**src/rtl/dma_irq_gate.sv**
```systemverilog
module dma_irq_gate #(
  parameter int          W       = 8,
  parameter logic [W-1:0] DEF_BITS = 8'h7D
) (
  input  logic         clk,
  input  logic         rst_n,
  input  logic [W-1:0] evt_i,
  input  logic         reg_sel_i,
  input  logic         reg_wr_i,
  input  logic         reg_rd_i,
  input  logic [W-1:0] reg_wdata_i,
  output logic [W-1:0] reg_rdata_o,
  output logic         irq_n_o,
  output logic         pend_o,
  output logic         halt_o
);

  logic [W-1:0] mask_q, stat_q;
  logic         irq_q, halt_q;

  wire         wr_mask = reg_wr_i & ~reg_sel_i;
  wire         rd_stat = reg_rd_i & reg_sel_i;
  wire [W-1:0] evt     = evt_i & DEF_BITS;
  wire         evt_any = |evt;
  wire         evt_en  = |(evt & mask_q);

  always_ff @(posedge clk or negedge rst_n) begin
    if (!rst_n) begin
      mask_q <= '0;
      stat_q <= '0;
      irq_q  <= 1'b0;
      halt_q <= 1'b0;
    end else begin
      if (wr_mask) mask_q <= reg_wdata_i & DEF_BITS;
      stat_q <= (rd_stat ? '0 : stat_q) | evt;
      irq_q  <= (irq_q & ~rd_stat) | evt_en;
      halt_q <= evt_any;
    end
  end

  assign reg_rdata_o = !reg_rd_i ? '0 : (reg_sel_i ? stat_q : mask_q);
  assign pend_o      = |stat_q;
  assign irq_n_o     = ~irq_q;
  assign halt_o      = halt_q;

endmodule


```
**config.mk**
```make
export PLATFORM = sky130hd
export DESIGN_NAME = dma_irq_gate
export DESIGN_NICKNAME = d
export VERILOG_FILES = /design/src/rtl/dma_irq_gate.sv
export SDC_FILE = /design/constraint.sdc
export NUM_CORES = 1
export LEC_CHECK = 0
export BUFFER_PORTS_ARGS = -buffer_cell sky130_fd_sc_hd__buf_4
export CAP_MARGIN = 40
export CORE_UTILIZATION = 35
export CTS_CLUSTER_DIAMETER = 40
export DETAILED_ROUTE_END_ITERATION = 6
export GPL_ROUTABILITY_DRIVEN = 0
export PLACE_DENSITY = 0.62
export SLEW_MARGIN = 5
export SYNTH_ARGS = -nofsm -noshare
export SYNTH_HDL_FRONTEND = slang
export SYNTH_SLANG_ARGS = --single-unit
```
**constraint.sdc**
```tcl
create_clock -name clk -period 1.2 [get_ports clk]
set_input_delay 0.12 -clock clk [delete_from_list [all_inputs] [get_ports clk]]
set_output_delay 0.12 -clock clk [all_outputs]
set_load 0.01 [all_outputs]
```
# ---- Yosys cells after proc, flatten, opt, wreduce, memory -nomap -nowiden
# Index checks and enable logic that the tools add are counted.
dict set report totals {
  register_bits 16
  output_inout_bits 11
}
dict set report classes {
  muxes 3
  bitwise 9
  reduce_logical 3
}
# op count
set op_table {}
lappend op_table {{$mux 8} 3}
lappend op_table {{$reduce_or 8->1} 2}
lappend op_table {{$or 8x7->8} 1}
lappend op_table {{$and 7x7->7} 1}
lappend op_table {{$reduce_or 6->1} 1}
lappend op_table {{$and 1x1->1} 3}
lappend op_table {{$not 1->1} 3}
lappend op_table {{$or 1x1->1} 1}

# ---- Longest topological paths before layout
dict set report logic_depth {
  depth_word 4
  ltp_mapped 4
}

# ---- Worst setup path before layout
# No wires, ideal clock.
dict set report synth_timing {
  path_type {input to register}
  startpoint {in reg_sel_i}
  endpoint {reg mask_q[0]}
  setup_ns 0.125
  t_arrival_ns 0.809
  t_required_ns 1.075
  setup_slack_ns 0.265
  stages 4
  path_buffers 2
  cell_sequence {buf_6 nor2b_1 buf_6 mux2_4}
}
dict set report synth_between {
  elab_chain_cells 2
}
# item line_no
set synth_lines {}
lappend synth_lines {{start, declared} 8} ;# input logic reg_sel_i,
lappend synth_lines {{$not 1->1} 21} ;# wire wr_mask = reg_wr_i & ~reg_sel_i;
lappend synth_lines {{$and 1x1->1} 21}
lappend synth_lines {{end signal, assigned} 34} ;# if (wr_mask) mask_q <= reg_wdata_i & DEF_BITS;
lappend synth_lines {{end, declared} 18} ;# logic [W-1:0] mask_q, stat_q;
# Every way passes these cells.
# A chain may end at the register's enable or synchronous reset.

# ---- Worst setup path after layout
dict set report layout_timing {
  startpoint {reg stat_q[6]}
  endpoint {out pend_o}
}
dict set report layout_between {
  elab_chain_cells 1
}
# item line_no
set layout_lines {}
lappend layout_lines {{start, declared} 18}
lappend layout_lines {{start signal, assigned} 35} ;# stat_q <= (rd_stat ? '0 : stat_q) | evt;
lappend layout_lines {{$reduce_or 8->1} 42} ;# assign pend_o = |stat_q;
lappend layout_lines {{end, declared} 14} ;# output logic pend_o,
# Every way passes these cells.

==> flow_summary.toml <==
[clocking]
clk_pin_slew_ps = 80
clockRootBuffer = "clkbuf_4"
htreeDepth = 1
clkLatencyLatePin_ps = 270
numCtsBuffers = 3
cts_tree = "done"
cts.sinks = 14
cts_buffer_depth = 2

[setup_path]
cp_top_family = "flip-flops"
end_kind = "output pin"
cpPeakStageDelay_ps = 400
critical_path_buf_inv_count = 1
worst_path_max_delay_cell = "dfrtp_1"
cp.required_ps = 1080
crit_chain = "nor4_2, nand2_1, buf_6"
crit_arrival_ps = 1170
crit_type = "reg -> out"
path_max_fanout = 2
start_kind = "flop"

[final_layout]
fin_util_pct = 54.1
final_area_um2 = 975
syn_to_final_growth_pct = 38.6
regArea_um2 = 350
n_fill_cell = 167
multiInputGateArea_um2 = 322
diodes = 0
drive_gt1_share_pct = 47.1
nets = 109

[power]
seqPwrFrac_pct = 49.0
ir_drop_mv = 0.696
power_switching_w = 0.000278
combPwrFrac_pct = 22.1
power.internal_w = 0.000858
p_per_area_nw_per_um2 = 1170
total_power_w = 0.00114
power.leakage_nw = 0.472
swShare_pct = 24.5
clockPowerShare_pct = 28.9

[synth]
ys_seq_elements = 14
yosysSeqAreaShare_pct = 49.8
avgSynthCellArea_um2 = 12.6
synth_area_um2 = 703
syn_inst = 56
yosys_warnings = 0
synth.distinct_cells = 16

[sta]
finalHoldViolCount = 0
layout_setup_ws_ps = -93.7
period_minus_slack_ps = 1290
rsz0062_at_grt = "yes"
setup_viol = 3
period_share_pct = 108
finalMaxSlewViolations = 0
finalSetupTns_ps = -226
fmax_mhz = 773
clock_skew_ps = 2.23

[route]
drt_iter0_drc = 7
totalWireLength_mm = 1.42
post_drt_wl_per_cell_um = 12.7
drc = 0
dr.pass1.iters = 4
viasPerCell = 4.89
ant_nets = 0
num_vias = 548

[global_route]
gr-usage-all-layers_pct = 15.7
grt_pass1_wl_mm = 2.27
grt_pass1_vias = 514
overflow = 0
antenna_found_initial = 0
grt_start_max_net_pins = 15

[placed_design]
dp_hpwl_mm = 1.09
place.port_buffers = 25
placed_area_um2 = 896

[run]
maxCapViolCount = 0

[die]
die_area_um2 = 2190
die_h_um = 46.8
start_util_pct = 39.0
pin_count = 32
fp.dieW_um = 46.8
rows = 15
coreArea_um2 = 1800

[worst_hold_path]
hp-class = "in -> reg"

[outcome]
status = "finished with violations"
violations = "negative setup slack"
[per-layer routing]
metal  GRT usage, %  wire length [um]  up-vias  part of all wire (%)
met1           20.0               614      273                    43
met4           8.57                18        0                   1.3
li1               -                 -      257                     -
met2           25.6               736       16                    52
met3           2.31                48        2                   3.4
met5              0                 0        -                     0
[final cells by class]
type / count / share of cell area, %
clock buffers: 4 / 3.72
repair buffers: 30 / 23.7
multi-input cells: 38 / 33.0
flip-flops and latches: 14 / 35.9
well taps: 25 / 3.21
inverters: 1 / 0.385
[power by group through the flow]
stage / Sequential (W) / Combinational (W) / Clock [W]
6_report: 0.000557 / 0.000251 / 0.000328
5_1_grt: 0.000564 / 0.000274 / 0.000360
4_1_cts: 0.000558 / 0.000243 / 0.000340
3_5_place_dp: 0.000567 / 0.000236 / 0
3_3_place_gp: 0.000566 / 0.000232 / 0
2_1_floorplan: 0.000553 / 0.000142 / 0
[cells in the mapped netlist]
cell / n / area share, %
inv_1: 1 / 0.53
nor4_1: 2 / 1.8
a222oi_1: 1 / 1.4
nor2_1: 2 / 1.1
nand2_1: 2 / 1.1
nand2_4: 1 / 1.6
buf_6: 2 / 3.2
buf_4: 2 / 2.1
mux2_4: 6 / 13
dfrtp_1: 14 / 50
nor2b_1: 7 / 6.2
a21o_1: 6 / 6.4
a22oi_1: 2 / 2.1
mux2i_1: 6 / 8.5
nand3_1: 1 / 0.71
conb_1: 1 / 0.53
[flip-flops by register name, indices dropped and copies added (netlist names)]
register,flops
mask_q,6
stat_q,6
irq_q,1
halt_o,1
[layout by cell type, fill, tap and decap left out]
cell | Yosys | layout
nor2b_1 | 7 | 7
nand3_1 | 1 | 1
a21o_1 | 6 | 6
nor4_2 | 0 | 1
a222oi_1 | 1 | 1
a22oi_1 | 2 | 2
nand2_1 | 2 | 2
dlygate4sd3_1 | 0 | 1
inv_1 | 1 | 1
nor4_1 | 2 | 1
buf_6 | 2 | 1
clkbuf_8 | 0 | 1
nor2_1 | 2 | 2
buf_4 | 2 | 28
mux2i_1 | 6 | 6
mux2_4 | 6 | 6
clkbuf_4 | 0 | 3
conb_1 | 1 | 2
dfrtp_1 | 14 | 14
nand2_4 | 1 | 1
[worst reg2reg max path, stage by stage (launching register included)]
cell and delay [ps]:
dfrtp_1 410, a222oi_1 320, nand3_1 130
[stage by stage]
step                cells  hold WS (ps)  setup WS, ps
floorplan              57          -176           265
global placement      104         -26.4           159
detailed placement    104         -24.9           158
CTS                   110          34.8         -94.6
global route          112          31.1          -184
finish                112          44.1         -93.7
[cell families after synthesis]
logic type	after synthesis	synth area share (%)
buffers and inverters	5	5.87
flip-flops	14	49.8
AO/OA/AOI/OAI	9	9.96
other	1	0.533
multiplexers	12	21.4
AND/OR/NAND/NOR	15	12.5
[timing repair]
action | 4_1_cts | 5_1_grt
buffers inserted | 1 | 2
setup endpoints to repair | 1 | 5
resized for setup | 2 | 0
hold endpoints to repair | 14 | 0
pin swaps | 1 | 0
hold buffers | 1 | 0
[path summary, 6_finish.rpt]
check,slack (ps),start,to,cells past startpoint
max,-90,stat_q[6],pend_o,3
min,40,evt_i[5],stat_q[5],2
max reg2reg,210,mask_q[2],irq_q,2
min reg2reg,530,stat_q[4],stat_q[4],1
max in group asynchronous,800,rst_n,mask_q[2],2
min in group asynchronous,230,rst_n,stat_q[4],2
Note: power is estimated with default switching activity, not from simulation.
